<file path="src/rtl/samp_div_pkg.sv">
package samp_div_pkg;

    localparam int DIV_W = 10;
    localparam int PDS_W = 2;
    localparam int DEN_W = 5;
    localparam int TM_W  = 10;
    localparam int SYNC_STAGES = 2;

    typedef enum logic [1:0] {
        SRC_DIV  = 2'b00,
        SRC_PROT = 2'b01,
        SRC_BIT  = 2'b10,
        SRC_REF  = 2'b11
    } samp_src_e;

    typedef struct packed {
        logic ref_t;
        logic prot_t;
        logic div_t;
        logic bit_t;
    } tick_set_t;

    function automatic logic pick_sample(input samp_src_e sel, input tick_set_t t);
        logic r;
        case (sel)
            SRC_DIV:  r = t.div_t;
            SRC_PROT: r = t.prot_t;
            SRC_BIT:  r = t.bit_t;
            default:  r = t.ref_t;
        endcase
        return r;
    endfunction

endpackage

</file>
<file path="src/rtl/sd_prot_stage.sv">
module sd_prot_stage (
    input  logic clk,
    input  logic rst,
    input  logic run,
    input  logic half,
    output logic prot_tick
);
    logic phase_q;

    always_ff @(posedge clk) begin
        if (rst || !run) phase_q <= 1'b0;
        else             phase_q <= ~phase_q;
    end

    assign prot_tick = run & (half ? phase_q : 1'b1);

    // in half-rate mode two protocol ticks are never adjacent
    assert_half_rate_R2: assert property (@(posedge clk) disable iff (rst)
        (half && prot_tick) |=> (!prot_tick || !half));

endmodule

</file>
<file path="src/rtl/sd_down_stage.sv">
module sd_down_stage #(
    parameter int W = 4
) (
    input  logic         clk,
    input  logic         rst,
    input  logic         run,
    input  logic         in_tick,
    input  logic [W-1:0] load_val,
    output logic         out_tick
);
    logic [W-1:0] cnt_q;
    logic         at_zero;

    assign at_zero  = (cnt_q == '0);
    assign out_tick = run & in_tick & at_zero;

    always_ff @(posedge clk) begin
        if (rst || !run)   cnt_q <= load_val;
        else if (in_tick)  cnt_q <= at_zero ? load_val : cnt_q - 1'b1;
    end

    // reload picks up the field value present at the wrap
    assert_reload_R8: assert property (@(posedge clk) disable iff (rst)
        (run && in_tick && at_zero) |=> (cnt_q == $past(load_val)));

    // a running count steps down by exactly one per input tick
    assert_count_down_R3: assert property (@(posedge clk) disable iff (rst)
        (run && in_tick && !at_zero) |=> (cnt_q == $past(cnt_q) - 1'b1));

endmodule

</file>
<file path="src/rtl/sd_edge_sync.sv">
module sd_edge_sync #(
    parameter int STAGES = 2
) (
    input  logic clk,
    input  logic rst,
    input  logic run,
    input  logic async_in,
    output logic edge_tick
);
    logic [STAGES:0] sh_q;

    always_ff @(posedge clk) begin
        if (rst) sh_q <= '0;
        else     sh_q <= {sh_q[STAGES-1:0], async_in};
    end

    assign edge_tick = run & sh_q[STAGES-1] & ~sh_q[STAGES];

    // one tick per rising edge
    assert_single_pulse_R10: assert property (@(posedge clk) disable iff (rst)
        edge_tick |=> !edge_tick);

endmodule

</file>
<file path="src/rtl/sd_tm_counter.sv">
module sd_tm_counter #(
    parameter int W = 10
) (
    input  logic         clk,
    input  logic         rst,
    input  logic         run,
    input  logic         cnt_en,
    input  logic         src_sel,
    input  logic         prot_t,
    input  logic         div_t,
    output logic [W-1:0] count
);
    logic src_tick;

    assign src_tick = src_sel ? div_t : prot_t;

    always_ff @(posedge clk) begin
        if (rst || !run)            count <= '0;
        else if (cnt_en && src_tick) count <= count + 1'b1;
    end

    // counter holds while its enable is clear
    assert_tm_hold_R9: assert property (@(posedge clk) disable iff (rst)
        (run && !cnt_en) |=> (count == $past(count)));

    // counter advances by one per selected tick
    assert_tm_step_R9: assert property (@(posedge clk) disable iff (rst)
        (run && cnt_en && src_tick) |=> (count == $past(count) + 1'b1));

endmodule

</file>
<file path="src/rtl/samp_tick_gen.sv">
module samp_tick_gen
    import samp_div_pkg::*;
#(
    parameter int DIV_BITS  = DIV_W,
    parameter int PDS_BITS  = PDS_W,
    parameter int DEN_BITS  = DEN_W,
    parameter int TM_BITS   = TM_W,
    parameter int SYNC_DEPTH = SYNC_STAGES
) (
    input  logic                clk,
    input  logic                rst,
    input  logic                en,
    input  logic                proto_half,
    input  logic [DIV_BITS-1:0] div_ratio,
    input  logic [1:0]          samp_src,
    input  logic [PDS_BITS-1:0] pre_ratio,
    input  logic [DEN_BITS-1:0] den_ratio,
    input  logic                tm_en,
    input  logic                tm_src,
    input  logic                bit_clk_in,
    output logic                prot_stb,
    output logic                div_stb,
    output logic                samp_stb,
    output logic                pds_stb,
    output logic                tick_stb,
    output logic [TM_BITS-1:0]  tm_count
);
    logic      run;
    logic      bit_tick;
    tick_set_t ticks;

    assign run = en & ~rst;

    sd_prot_stage u_prot (
        .clk       (clk),
        .rst       (rst),
        .run       (run),
        .half      (proto_half),
        .prot_tick (prot_stb)
    );

    sd_down_stage #(.W(DIV_BITS)) u_div (
        .clk      (clk),
        .rst      (rst),
        .run      (run),
        .in_tick  (prot_stb),
        .load_val (div_ratio),
        .out_tick (div_stb)
    );

    sd_edge_sync #(.STAGES(SYNC_DEPTH)) u_bsync (
        .clk       (clk),
        .rst       (rst),
        .run       (run),
        .async_in  (bit_clk_in),
        .edge_tick (bit_tick)
    );

    assign ticks.ref_t  = run;
    assign ticks.prot_t = prot_stb;
    assign ticks.div_t  = div_stb;
    assign ticks.bit_t  = bit_tick;
    assign samp_stb     = pick_sample(samp_src_e'(samp_src), ticks);

    sd_down_stage #(.W(PDS_BITS)) u_pds (
        .clk      (clk),
        .rst      (rst),
        .run      (run),
        .in_tick  (samp_stb),
        .load_val (pre_ratio),
        .out_tick (pds_stb)
    );

    sd_down_stage #(.W(DEN_BITS)) u_den (
        .clk      (clk),
        .rst      (rst),
        .run      (run),
        .in_tick  (pds_stb),
        .load_val (den_ratio),
        .out_tick (tick_stb)
    );

    sd_tm_counter #(.W(TM_BITS)) u_tm (
        .clk     (clk),
        .rst     (rst),
        .run     (run),
        .cnt_en  (tm_en),
        .src_sel (tm_src),
        .prot_t  (prot_stb),
        .div_t   (div_stb),
        .count   (tm_count)
    );

    // nothing strobes while disabled
    assert_disabled_quiet_R1: assert property (@(posedge clk) disable iff (rst)
        !en |-> !(prot_stb || div_stb || samp_stb || pds_stb || tick_stb));

    // divided tick only on a protocol tick
    assert_div_in_prot_R3: assert property (@(posedge clk) disable iff (rst)
        div_stb |-> prot_stb);

    // pre-divided strobe only on a sample strobe
    assert_pds_in_samp_R5: assert property (@(posedge clk) disable iff (rst)
        pds_stb |-> samp_stb);

    // final tick only on a pre-divided strobe
    assert_tick_in_pds_R6: assert property (@(posedge clk) disable iff (rst)
        tick_stb |-> pds_stb);

endmodule

</file>
<file path="config.mk">
export PLATFORM = sky130hd
export DESIGN_NAME = samp_tick_gen
export DESIGN_NICKNAME = d
export VERILOG_FILES = /design/src/rtl/samp_div_pkg.sv /design/src/rtl/sd_prot_stage.sv /design/src/rtl/sd_down_stage.sv /design/src/rtl/sd_edge_sync.sv /design/src/rtl/sd_tm_counter.sv /design/src/rtl/samp_tick_gen.sv
export SDC_FILE = /design/constraint.sdc
export NUM_CORES = 1
export LEC_CHECK = 0
export BUFFER_PORTS_ARGS = -buffer_cell sky130_fd_sc_hd__buf_4
export CAP_MARGIN = 20
export CORE_MARGIN = 2
export CORE_UTILIZATION = 56
export DETAILED_ROUTE_END_ITERATION = 12
export PLACE_DENSITY = 0.82
export SLEW_MARGIN = 30
export SYNTH_ARGS = -nofsm -noshare
export SYNTH_HDL_FRONTEND = slang
export SYNTH_SLANG_ARGS = --single-unit
export TNS_END_PERCENT = 100
</file>
<file path="constraint.sdc">
create_clock -name clk -period 3.6 [get_ports clk]
set_clock_uncertainty 0.05 [all_clocks]
set_input_delay 0.18 -clock clk [delete_from_list [all_inputs] [get_ports clk]]
set_output_delay 0.18 -clock clk [all_outputs]
set_load 0.02 [all_outputs]
</file>
== Yosys cells after proc, flatten, opt, wreduce, memory -nomap -nowiden ==
Cells that the tools add are included.

* Flip-flop bits (word level): 31
* Input port bits: 26
* Output and inout port bits: 15
* Word-level logic and storage cells: 47

* Add/subtract/negate cells: 4
* Equal/unequal tests: 2
* Mux-type cells: 12
* Bitwise operators: 13
* Reductions and logical operators: 10

{| class="wikitable"
|+ Operators by type and width
! operator !! number
|-
| $mux 10 || 3
|-
| $mux 5 || 3
|-
| $add 10x1->10 const B || 1
|-
| $and 1x1->1 || 10
|-
| $logic_not 10->1 || 1
|-
| $sub 10x1->10 const B || 1
|-
| $mux 2 || 3
|-
| $reduce_bool 2->1 || 3
|-
| $logic_not 5->1 || 1
|-
| $sub 5x1->5 const B || 1
|-
| $logic_not 2->1 || 2
|-
| $not 1->1 || 3
|-
| $pmux 1 s3 || 1
|-
| $eq 2x1->1 const B || 1
|-
| $eq 2x2->1 const B || 1
|-
| $mux 1 || 2
|-
| $sub 2x1->2 const B || 1
|-
| $logic_and 1x1->1 || 1
|-
| $logic_not 1->1 || 1
|-
| $logic_or 1x1->1 || 1
|}

== Longest topological paths before layout ==
* Depth after elaboration: 10
* Mapped depth: 7
* Gate-level depth less buffers: 6

== Modules after synthesis ==
A second synthesis with hierarchy kept.

* Cells, all modules: 164
* Area total of the unflattened synthesis: 1770.4 um2

{| class="wikitable"
|+ Modules (own cells, without submodules)
! module !! times used !! cells each !! area each (um2) !! sequential area each (um2)
|-
| sd_down_stage at u_div || 1 || 59 || 641.9 || 300.3
|-
| sd_tm_counter || 1 || 57 || 513.0 || 200.2
|-
| sd_down_stage at u_den || 1 || 24 || 335.3 || 150.1
|-
| sd_down_stage at u_pds || 1 || 11 || 117.6 || 60.1
|-
| sd_edge_sync || 1 || 7 || 87.6 || 60.1
|-
| sd_prot_stage || 1 || 4 || 38.8 || 20.0
|-
| samp_tick_gen || 1 || 2 || 36.3 || 0.0
|}

== Worst setup path before layout ==
Ideal clock, no wire load.

* Path type: register -> output
* Start: register u_div.cnt_q[0]
* End: output port tick_stb
* Arrival time: 1.961 ns
* Required time: 3.370 ns
* Setup slack: 1.409 ns
* Stages on the path, launching flop included: 7
* Path buffers: 0
* Path through: edfxtp_1 > inv_1 > ha_1 > nor4b_1 > a31oi_1 > o22ai_1 > and4_1

* Longest elaborated chain between the ends: 7

{| class="wikitable"
|+ Ends and longest elaborated chain
! element !! RTL line !! source
|-
| start: declaration || sd_down_stage.sv:11 || <nowiki>logic [W-1:0] cnt_q;</nowiki>
|-
| start signal: assignment || sd_down_stage.sv:18 || <nowiki>if (rst || !run) cnt_q <= load_val;</nowiki>
|-
| start signal: assignment || sd_down_stage.sv:19 || <nowiki>else if (in_tick) cnt_q <= at_zero ? load_val : cnt_q - 1'b1;</nowiki>
|-
| $logic_not 10->1 || sd_down_stage.sv:14 || <nowiki>assign at_zero = (cnt_q == '0);</nowiki>
|-
| $and 1x1->1 || sd_down_stage.sv:15 || <nowiki>assign out_tick = run & in_tick & at_zero;</nowiki>
|-
| $pmux 1 s3 || samp_div_pkg.sv:25 || <nowiki>case (sel)</nowiki>
|-
| named net samp_stb || samp_tick_gen.sv:23 || <nowiki>output logic samp_stb,</nowiki>
|-
| $and 1x1->1 (4 in a row) || sd_down_stage.sv:15 ||
|-
| end: declaration || samp_tick_gen.sv:25 || <nowiki>output logic tick_stb,</nowiki>
|}

The timed path passes the listed nets, and every way through them passes these cells.

== Worst setup path after layout ==
* Start: register u_div.cnt_q[0]
* End: output port tick_stb

* Longest elaborated chain between the ends: 7

{| class="wikitable"
|+ Ends and longest elaborated chain
! element !! RTL line
|-
| $logic_not 10->1 || sd_down_stage.sv:14
|-
| $and 1x1->1 || sd_down_stage.sv:15
|-
| $pmux 1 s3 || samp_div_pkg.sv:25
|-
| $and 1x1->1 (4 in a row) || sd_down_stage.sv:15
|}

No other way between the ends.

==> results.ini <==
[floorplan]
ios=41
core_um2=2810
dieArea_um2=3430
chipWidth_um=58.6
die_h_um=58.6
initial_core_util_pct=59.5
rows=19

[placement]
gp_congestion=0.808
place_hpwl_um=2680
io_buffers=40
dpl_cell_area_um2=2000
dpl.cell_count=243

[synthesis]
async_reset_ff_share_pct=0
synth_cell_types=41
avgSynthCellArea_um2=9.54
syn_nets=205
ys_ff_latch=31
ys.flop_type=edfxtp_1
ys_seq_area_share_pct=47.4
syn_area_um2=1670
syn_inst=175
synth_edf_count=17
yosys_warnings=0

[global_route]
grt_pass1_vias=1404
grt.overflow.total=0
grtUsageTotal_pct=23.7
grt_antenna_before_repair=0
grt_pass1_wl_um=6120
grt_max_degree=19

[routing]
viasPerCell=5.75
wl_per_cell_um=14.2
drt_iter0_markers=61
drc=2
num_vias=1448
ant_nets=0
drt_pre_antenna_iters=8
wl_um=3580

[critical_path]
cp-end-kind=output port
critPathMaxStageDelay_ns=0.51
crit_required_ns=3.37
crit_type=flop to output port
worstPathArrival_ns=2.48
path_cells=inv_1, ha_1, nor4b_1, a31oi_1, o22ai_1, and4_1, buf_4
critical_path_peak_fanout=4
startpoint_type=flop
slowest_stage=nor4b_1

[sta]
setup-tns-final_ns=0
tightest_slew_ns=0.712
rsz0062_at_grt=no
fin_crit_ns=2.71
relSlewSlack_pct=52.1
hold_viol=0
drv_slew=0
finalSetupViolations=0
min_period_over_period_pct=75.3
fmax_mhz=369

[final_layout]
drive_gt1_share_pct=25.3
nets=250
syn2layout_area_growth_pct=23.5
fin_area_um2=2060
final_cells=252
antenna_cells=0
nFillCells=210

[clock_tree]
clk_pin_slew_ns=0.09
clock_sinks=31
htree_levels=2
postCtsSetupBuffers=0
cts.path.max_buffers=2
cts_made_buffers=5
tritoncts=yes
cts_root_buffer=clkbuf_4
clock_latency_ns=0.33

[outcome]
status=finished with violations
violations=DRC

[pwr]
powerDensity_nw_per_um2=351
power_leakage_uw=0.000874
vdd_drop_max_mv=0.267

[hold_path]
hold_class=primary input to flop

[flow_run]
max-cap-violations=0

-- timing repair --
item | CTS | global route
hold endpoints to repair | 3 | 0
resized for setup | 0 | 0
hold buffers | 1 | 0
-- cells in the mapped netlist, drive strengths merged, types with 2 or more instances --
cell | instances | area share (%)
ha | 4 | 3.0
a31oi | 3 | 1.1
nor4 | 2 | 0.75
or2 | 2 | 0.75
nand2 | 17 | 3.8
nor2 | 16 | 3.6
xnor2 | 5 | 2.6
and4 | 4 | 2.1
nand4 | 2 | 0.75
or3 | 3 | 1.2
o31ai | 2 | 0.90
nand2b | 3 | 1.1
xor2 | 4 | 2.1
edfxtp | 17 | 31
o31a | 3 | 2.2
o21ai | 10 | 3.0
inv | 5 | 1.1
nand3 | 9 | 2.7
nor3 | 4 | 1.2
nor2b | 7 | 2.6
mux2i | 6 | 3.6
a21oi | 13 | 3.9
and3 | 3 | 1.1
dfxtp | 14 | 17
clkbuf | 4 | 0.90
-- critical path: cells and delay by family, from the launching register on --
family	cells	cell delay, ns
compound gates	2	0.53
fa+ha+maj	1	0.18
buf+inv	2	0.26
flops	1	0.42
simple gates	2	0.76
-- metal layers --
layer  vias to the layer above  wire length (um)  global-route usage [%]
met5                         -                 0                       0
met4                         0                82                    12.0
met3                        10               187                    5.71
met2                        42              1730                    38.0
met1                       665              1580                    29.8
li1                        731                 -                       -
-- power breakdown --
part,internal [uW],switching [uW]
Combinational,54.8,54.5
Sequential,401,19.9
Clock,76.0,116
-- final timing paths --
path | startpoint | to | slack (ns) | depth (start not counted)
hold / removal | bit_clk_in | u_bsync.sh_q[0] | 0.06 | 2
setup / recovery | u_div.cnt_q[0] | tick_stb | 0.89 | 7
hold reg to reg | u_prot.phase_q | u_prot.phase_q | 0.39 | 1
setup reg to reg | u_div.cnt_q[0] | u_tm.count[9] | 1.24 | 6
-- kinds of logic (layout without fill, tap and decap cells) --
| logic type | Yosys count | in the layout | synth area share (%) |
|---|---|---|---|
| adders and majority gates | 4 | 4 | 3.00 |
| DFF | 31 | 31 | 47.4 |
| AOI/OAI and AO/OA | 35 | 35 | 13.0 |
| buffers and inverters | 10 | 56 | 2.47 |
| xor gates and xnor gates | 9 | 9 | 4.72 |
| muxes | 7 | 7 | 4.27 |
| and+or+nand+nor | 79 | 79 | 25.1 |
-- per-stage QoR --
stage | hold WS [ns] | power [uW] | util (%) | worst slack, ns
floorplan | 0.202 | 493 | - | 1.41
global placement | 0.323 | 530 | 71.3 | 1.39
detailed placement | 0.336 | 536 | 71.3 | 1.27
CTS | 0.0600 | 726 | 73.5 | 0.921
global route | 0.0616 | 758 | 73.5 | 0.681
finish | 0.0623 | 723 | 73.5 | 0.887
-- flip-flops by register name, indices dropped and copies added (netlist names) --
| register | flops |
|---|---|
| u_div.cnt_q | 10 |
| u_prot.phase_q | 1 |
| u_bsync.sh_q | 3 |
| u_tm.count | 10 |
| u_pds.cnt_q | 2 |
| u_den.cnt_q | 5 |
-- cell usage in the layout (no fill, tap or decap), types with 2 or more instances in the layout --
cell      synthesis  layout
buf_4             1      42
nand2_1          17      17
edfxtp_1         17      17
nor2_1           16      16
dfxtp_1          14      14
a21oi_1          13      13
o21ai_0           9       9
nand3_1           9       9
nor2b_1           7       7
mux2i_1           6       6
xnor2_1           5       5
inv_1             5       5
clkbuf_4          0       5
nor3_1            4       4
xor2_1            4       4
and4_1            4       4
ha_1              4       4
nand2b_1          3       3
a31oi_1           3       3
and3_1            3       3
nor4_1            2       2
o31a_2            2       2
or3_1             2       2
or2_2             2       2
o31ai_1           2       2
nand4_1           2       2
clkbuf_1          4       2
-- cell type report --
type | instances | area (um^2) | area share (%)
clock buffer | 7 | 45.0 | 2.19
inverter | 5 | 18.8 | 0.911
clock inverter | 1 | 5.00 | 0.243
multi-input combinational | 134 | 837 | 40.6
tap | 31 | 38.8 | 1.88
timing repair buffer | 43 | 325 | 15.8
sequential | 31 | 791 | 38.4
(Power assumes the default switching activity.)
